### config.mk
export PLATFORM = sky130hd
export DESIGN_NAME = fast_ctx_shadow
export DESIGN_NICKNAME = d
export VERILOG_FILES = /design/src/rtl/fcs_pkg.sv /design/src/rtl/fcs_slot.sv /design/src/rtl/fcs_restore_stage.sv /design/src/rtl/fast_ctx_shadow.sv
export SDC_FILE = /design/constraint.sdc
export NUM_CORES = 1
export LEC_CHECK = 0
export ABC_AREA = 1
export BUFFER_PORTS_ARGS = -buffer_cell sky130_fd_sc_hd__clkbuf_2
export CORE_ASPECT_RATIO = 0.5
export CORE_MARGIN = 2
export CORE_UTILIZATION = 55
export DETAILED_ROUTE_END_ITERATION = 10
export PLACE_DENSITY = 0.81
export SLEW_MARGIN = 20
export SYNTH_ARGS = -nofsm -noshare
export SYNTH_HDL_FRONTEND = slang
export SYNTH_SLANG_ARGS = --single-unit
### constraint.sdc
create_clock -name clk -period 2 [get_ports clk]
set_clock_uncertainty 0.1 [all_clocks]
set_input_delay 0.6 -clock clk [delete_from_list [all_inputs] [get_ports clk]]
set_output_delay 0.6 -clock clk [all_outputs]
set_load 0.1 [all_outputs]
### src/rtl/fcs_pkg.sv
package fcs_pkg;
  localparam int unsigned DEF_STATUS_W = 5;
  localparam int unsigned DEF_WORK_W   = 8;
  localparam int unsigned DEF_BANK_W   = 4;

  typedef enum logic [1:0] {
    CTX_STATUS = 2'd0,
    CTX_WORK   = 2'd1,
    CTX_BANK   = 2'd2
  } ctx_field_e;

  localparam int unsigned CTX_FIELDS = 3;
endpackage

### src/rtl/fcs_slot.sv
module fcs_slot #(
  parameter int unsigned W = 8
) (
  input  logic         clk,
  input  logic         rst,
  input  logic         cap_i,
  input  logic [W-1:0] d_i,
  output logic [W-1:0] q_o
);
  logic [W-1:0] q_r;

  always_ff @(posedge clk) begin
    if (rst)        q_r <= '0;
    else if (cap_i) q_r <= d_i;
  end

  assign q_o = q_r;

  // a capture takes the live value
  p_capture_r2: assert property (@(posedge clk) disable iff (rst)
    cap_i |=> (q_o == $past(d_i)));
  // no capture, no change
  p_hold_r5: assert property (@(posedge clk) disable iff (rst)
    !cap_i |=> $stable(q_o));
  // reset clears the slot
  p_reset_r6: assert property (@(posedge clk)
    rst |=> (q_o == '0));
endmodule

### src/rtl/fcs_restore_stage.sv
module fcs_restore_stage #(
  parameter int unsigned W = 17
) (
  input  logic         clk,
  input  logic         rst,
  input  logic         restore_i,
  input  logic [W-1:0] shadow_i,
  output logic         load_en_o,
  output logic [W-1:0] data_o
);
  logic         ld_r;
  logic [W-1:0] data_r;

  always_ff @(posedge clk) begin
    if (rst) begin
      ld_r   <= 1'b0;
      data_r <= '0;
    end else begin
      ld_r <= restore_i;
      if (restore_i) data_r <= shadow_i;
    end
  end

  assign load_en_o = ld_r;
  assign data_o    = data_r;

  // one-cycle load after a restore strobe
  p_load_pulse_r3: assert property (@(posedge clk) disable iff (rst)
    restore_i |=> load_en_o);
  // restored data is the pre-edge shadow
  p_load_data_r3: assert property (@(posedge clk) disable iff (rst)
    restore_i |=> (data_o == $past(shadow_i)));
  // no restore strobe, no load
  p_no_load_r5: assert property (@(posedge clk) disable iff (rst)
    !restore_i |=> !load_en_o);
  // reset clears the load enable
  p_reset_load_r6: assert property (@(posedge clk)
    rst |=> (!load_en_o && data_o == '0));
endmodule

### src/rtl/fast_ctx_shadow.sv
module fast_ctx_shadow
  import fcs_pkg::*;
#(
  parameter int unsigned STATUS_W = DEF_STATUS_W,
  parameter int unsigned WORK_W   = DEF_WORK_W,
  parameter int unsigned BANK_W   = DEF_BANK_W
) (
  input  logic                clk,
  input  logic                rst,
  input  logic                save_i,
  input  logic                restore_i,
  input  logic [STATUS_W-1:0] live_status_i,
  input  logic [WORK_W-1:0]   live_work_i,
  input  logic [BANK_W-1:0]   live_bank_i,
  output logic                load_en_o,
  output logic [STATUS_W-1:0] rest_status_o,
  output logic [WORK_W-1:0]   rest_work_o,
  output logic [BANK_W-1:0]   rest_bank_o
);
  localparam int unsigned TOT_W = STATUS_W + WORK_W + BANK_W;

  logic [STATUS_W-1:0] sh_status;
  logic [WORK_W-1:0]   sh_work;
  logic [BANK_W-1:0]   sh_bank;
  logic [TOT_W-1:0]    sh_flat;
  logic [TOT_W-1:0]    out_flat;

  // one slot per register, no depth
  fcs_slot #(.W(STATUS_W)) u_status (
    .clk(clk), .rst(rst), .cap_i(save_i), .d_i(live_status_i), .q_o(sh_status));
  fcs_slot #(.W(WORK_W)) u_work (
    .clk(clk), .rst(rst), .cap_i(save_i), .d_i(live_work_i), .q_o(sh_work));
  fcs_slot #(.W(BANK_W)) u_bank (
    .clk(clk), .rst(rst), .cap_i(save_i), .d_i(live_bank_i), .q_o(sh_bank));

  assign sh_flat = {sh_status, sh_work, sh_bank};

  fcs_restore_stage #(.W(TOT_W)) u_restore (
    .clk(clk), .rst(rst), .restore_i(restore_i), .shadow_i(sh_flat),
    .load_en_o(load_en_o), .data_o(out_flat));

  assign rest_status_o = out_flat[TOT_W-1 -: STATUS_W];
  assign rest_work_o   = out_flat[BANK_W +: WORK_W];
  assign rest_bank_o   = out_flat[BANK_W-1:0];

  // simultaneous strobes restore old content while capturing new
  p_same_cycle_r8: assert property (@(posedge clk) disable iff (rst)
    (save_i && restore_i) |=>
      ({rest_status_o, rest_work_o, rest_bank_o} == $past(sh_flat)) &&
      (sh_flat == $past({live_status_i, live_work_i, live_bank_i})));
  // a restore alone leaves the shadow intact
  p_restore_keeps_r4: assert property (@(posedge clk) disable iff (rst)
    (restore_i && !save_i) |=> $stable(sh_flat));
endmodule

== Word level (Yosys, flattened, before mapping) ==
Index checks and enable logic that the tools add are counted.
Widths: inputs -> output; s select.
Storage, ports and cells
  input port bits: 21
  register bits: 35
  output and inout bits: 18
  word-level logic and storage cells: 5

== Depth between registers and ports, before layout ==
  depth after elaboration: 0
  gate-level depth with buffers: 5
  depth with buffers taken out: 4

== Cells and area by module ==
Synthesis repeated with hierarchy kept, for this count alone.
Second synthesis, totals
  cells, all modules: 220
  area, all modules: 1471.4 um^2
Modules (own cells, without submodules)
  fcs_restore_stage: times used 1, area an instance 748.2 um^2, cells each 111, seq. area each 360.3 um^2
  fcs_slot (u_work): times used 1, area an instance 341.6 um^2, cells each 51, seq. area each 160.2 um^2
  fcs_slot (u_status): times used 1, area an instance 209.0 um^2, cells each 32, seq. area each 100.1 um^2
  fcs_slot (u_bank): times used 1, area an instance 172.7 um^2, cells each 26, seq. area each 80.1 um^2

== Worst setup path after synthesis ==
OpenSTA, ideal clock, no wires.
  kind: register -> output
  start point: register u_restore.data_r[0], in the netlist u_restore.data_o[0]
  end point: output port rest_bank_o[0]
  buffers on the path: 0
  path slack: 0.375 ns
  data arrival time: 0.925 ns
  data required time: 1.300 ns
  cell stages (with the launch flop): 1
  path through: dfxtp_1
RTL lines
  start: declaration: RTL line fcs_restore_stage.sv:12  | logic [W-1:0] data_r;
  start signal: assignment: RTL line fcs_restore_stage.sv:20  | if (restore_i) data_r <= shadow_i;
  end: declaration: RTL line fast_ctx_shadow.sv:18  | output logic [BANK_W-1:0] rest_bank_o
No word-level cell between the ends.

== Final worst setup path ==
  start point: register u_restore.data_r[6], in the netlist u_restore.data_o[6]
  end point: output port rest_work_o[2]
RTL lines
  end: declaration: RTL line fast_ctx_shadow.sv:17  | output logic [WORK_W-1:0] rest_work_o,
No word-level cell between the ends.

==> reports/metrics.csv <==
metric;value;unit
start_kind;flop;
dr.pass1.iters;4;
regToRegStartpoint;u_work.q_o[2];
syn2layout_area_growth;15.18;%
clock_path_buffers;2;
synth_top_area_share;0.4750;
grt.total_usage;0.1663;
crit_fanout;2;
path_clk_slew;0.06;ns
layout-drive-gt1-share;0.2008;
drv_slew;0;
slowest_stage;clkbuf_2;
clock_latency;0.28;ns
multi_input_area;526.8;µm²
final_design_area_no_fill;1699;µm²
period_needed;1.786;ns
ys_warn_count;0;
cts_tree;yes;
fin_nets;274;
synthCells;219;
grt_setup_unrepaired;no;
total_leakage_power;0.9749;nW
crit_path_end_kind;output pin;
via_per_inst;4.168;
regArea;700.7;µm²
ff2ff_setup_slack;1.23;ns
drc;0;
fill_cells;249;
syn-cell-area;1475;µm²
path_cells;clkbuf_2;
final.setup.tns;0;ns
root_buffer;clkbuf_8;
yosysSeqAreaShare;0.4750;
diodes;0;
path_delay_family;buffers and inverters;
io_buffers;38;
required;1.30;ns
min_from;u_status.q_o[3];
avgSynthCellArea;6.736;µm²
drt_iter0_markers;39;
finalCritPeriodShare;0.8928;
grt_pass1_wl;3.926;mm
globalRouteOverflowTotal;0;
dpl_cell_area;1599;µm²
ios;39;
num_vias;1213;
cts_made_buffers;5;
die-height;40.62;µm
cts.sinks;35;
status;finished clean;
arrival;1.09;ns
grt_pass1_vias;968;
slew_headroom;0.5703;
ctsHoldBuffers;0;
power.density;975.6;nW/µm²
cts_resized;0;
vdd_drop_max;0.5597;mV
critPathBufInv;1;
slowest_delay;0.46;ns
final_common_cell;nand2_1;
detail-route-antenna-nets;0;
postCtsSetupBuffers;0;
initial_core_util;0.5740;
dpl.hpwl;1.547;mm
die_x;77.24;µm
grt_max_degree;36;
max_freq;560.0;MHz
most-common-layout-cells;68 x nand2_1, 64 x nor2_1, 38 x clkbuf_2, 35 x inv_1, 35 x dfxtp_1;
synth_fp_nets;240;
drv_cap;0;
coreArea;2570;µm²
path_class;flop to output pin;
gp_congestion;0.7131;
tightest_slew;0.6446;ns
synth_seq_cells;35;
hold_end;u_status.q_o[3];
yosys-top-cells-area;dfxtp_1 47%, nand2_1 17%, nor2_1 16%;
finalWirelength;2.346;mm
hp-class;flop to flop;
yosys.area.top_type;dfxtp_1;
setup_viol;0;
antenna_found_initial;0;
wl_per_cell;8.062;µm
r2r-end;u_restore.data_o[6];
hold_viol;0;
fp.dieArea;3137;µm²
synth.distinct_cells;8;
holdPathStages;2;
num_rows;13;
r2r_cells;4;
cts_max_level;2;
==> report_power, final <==
group / switching (W) / leakage, nW / total, W / internal (W)
combinational: 0.000263 / 0.633 / 0.000335 / 0.0000720
clock: 0.000242 / 0.0515 / 0.000557 / 0.000314
sequential: 0.0000220 / 0.290 / 0.000766 / 0.000744
total: 0.000527 / 0.975 / 0.00166 / 0.00113
==> per-stage QoR <==
step,hold slack [ns],cells,utilization,setup WS [ns],power (W)
global route,0.3980,291,0.6611,0.1698,0.001732
global placement,0.3569,283,0.6222,0.4241,0.001113
CTS,0.3712,291,0.6611,0.2012,0.001672
floorplan,0.3490,219,-,0.3749,0.001079
detailed placement,0.3623,283,0.6222,0.3872,0.001119
finish,0.3692,291,0.6611,0.2144,0.001658
==> state kept, by name, indices dropped and copies added (netlist names) <==
signal	count
u_bank.q_o	4
u_restore.load_en_o	1
u_work.q_o	8
u_restore.data_o	17
u_status.q_o	5
==> cell families after synthesis <==
group	Yosys count	share of synthesized area
DFF	35	0.4750
buffers and inverters	47	0.1679
and+or+nand+nor	137	0.3571
==> layout make-up <==
| cell class | count | share of cell area |
|---|---|---|
| tap | 37 | 0.02725 |
| multi-input combinational | 137 | 0.3100 |
| clock buffer | 8 | 0.05891 |
| sequential | 35 | 0.4124 |
| inverter | 36 | 0.07953 |
| timing repair buffer | 38 | 0.1119 |
==> metal layers <==
metal,vias up,global-route usage,wire length (µm),share of wire
li1,679,-,-,-
met1,511,0.2060,1172,0.50
met4,0,0.06696,33,0.014
met3,4,0.05286,108,0.046
met5,-,0,0,0
met2,19,0.2848,1032,0.44
==> cell usage after synthesis <==
master	number
nor2_1	64
dfxtp_1	35
nand2_1	68
nor2_2	5
buf_4	3
inv_1	35
inv_2	1
buf_6	8
==> how the worst max path moves through the flow <==
stage	startpoint	endpoint	slack, ns	cells past startpoint
after detailed placement	restore_i	u_restore.data_o[6]	0.39	4
after global placement	restore_i	u_restore.data_o[12]	0.42	4
after global routing	u_restore.data_o[6]	rest_work_o[2]	0.17	1
after CTS	u_restore.data_o[4]	rest_work_o[0]	0.20	1
final	u_restore.data_o[6]	rest_work_o[2]	0.21	1
after floorplan	u_restore.data_o[0]	rest_bank_o[0]	0.37	0
(Power assumes the default switching activity.)
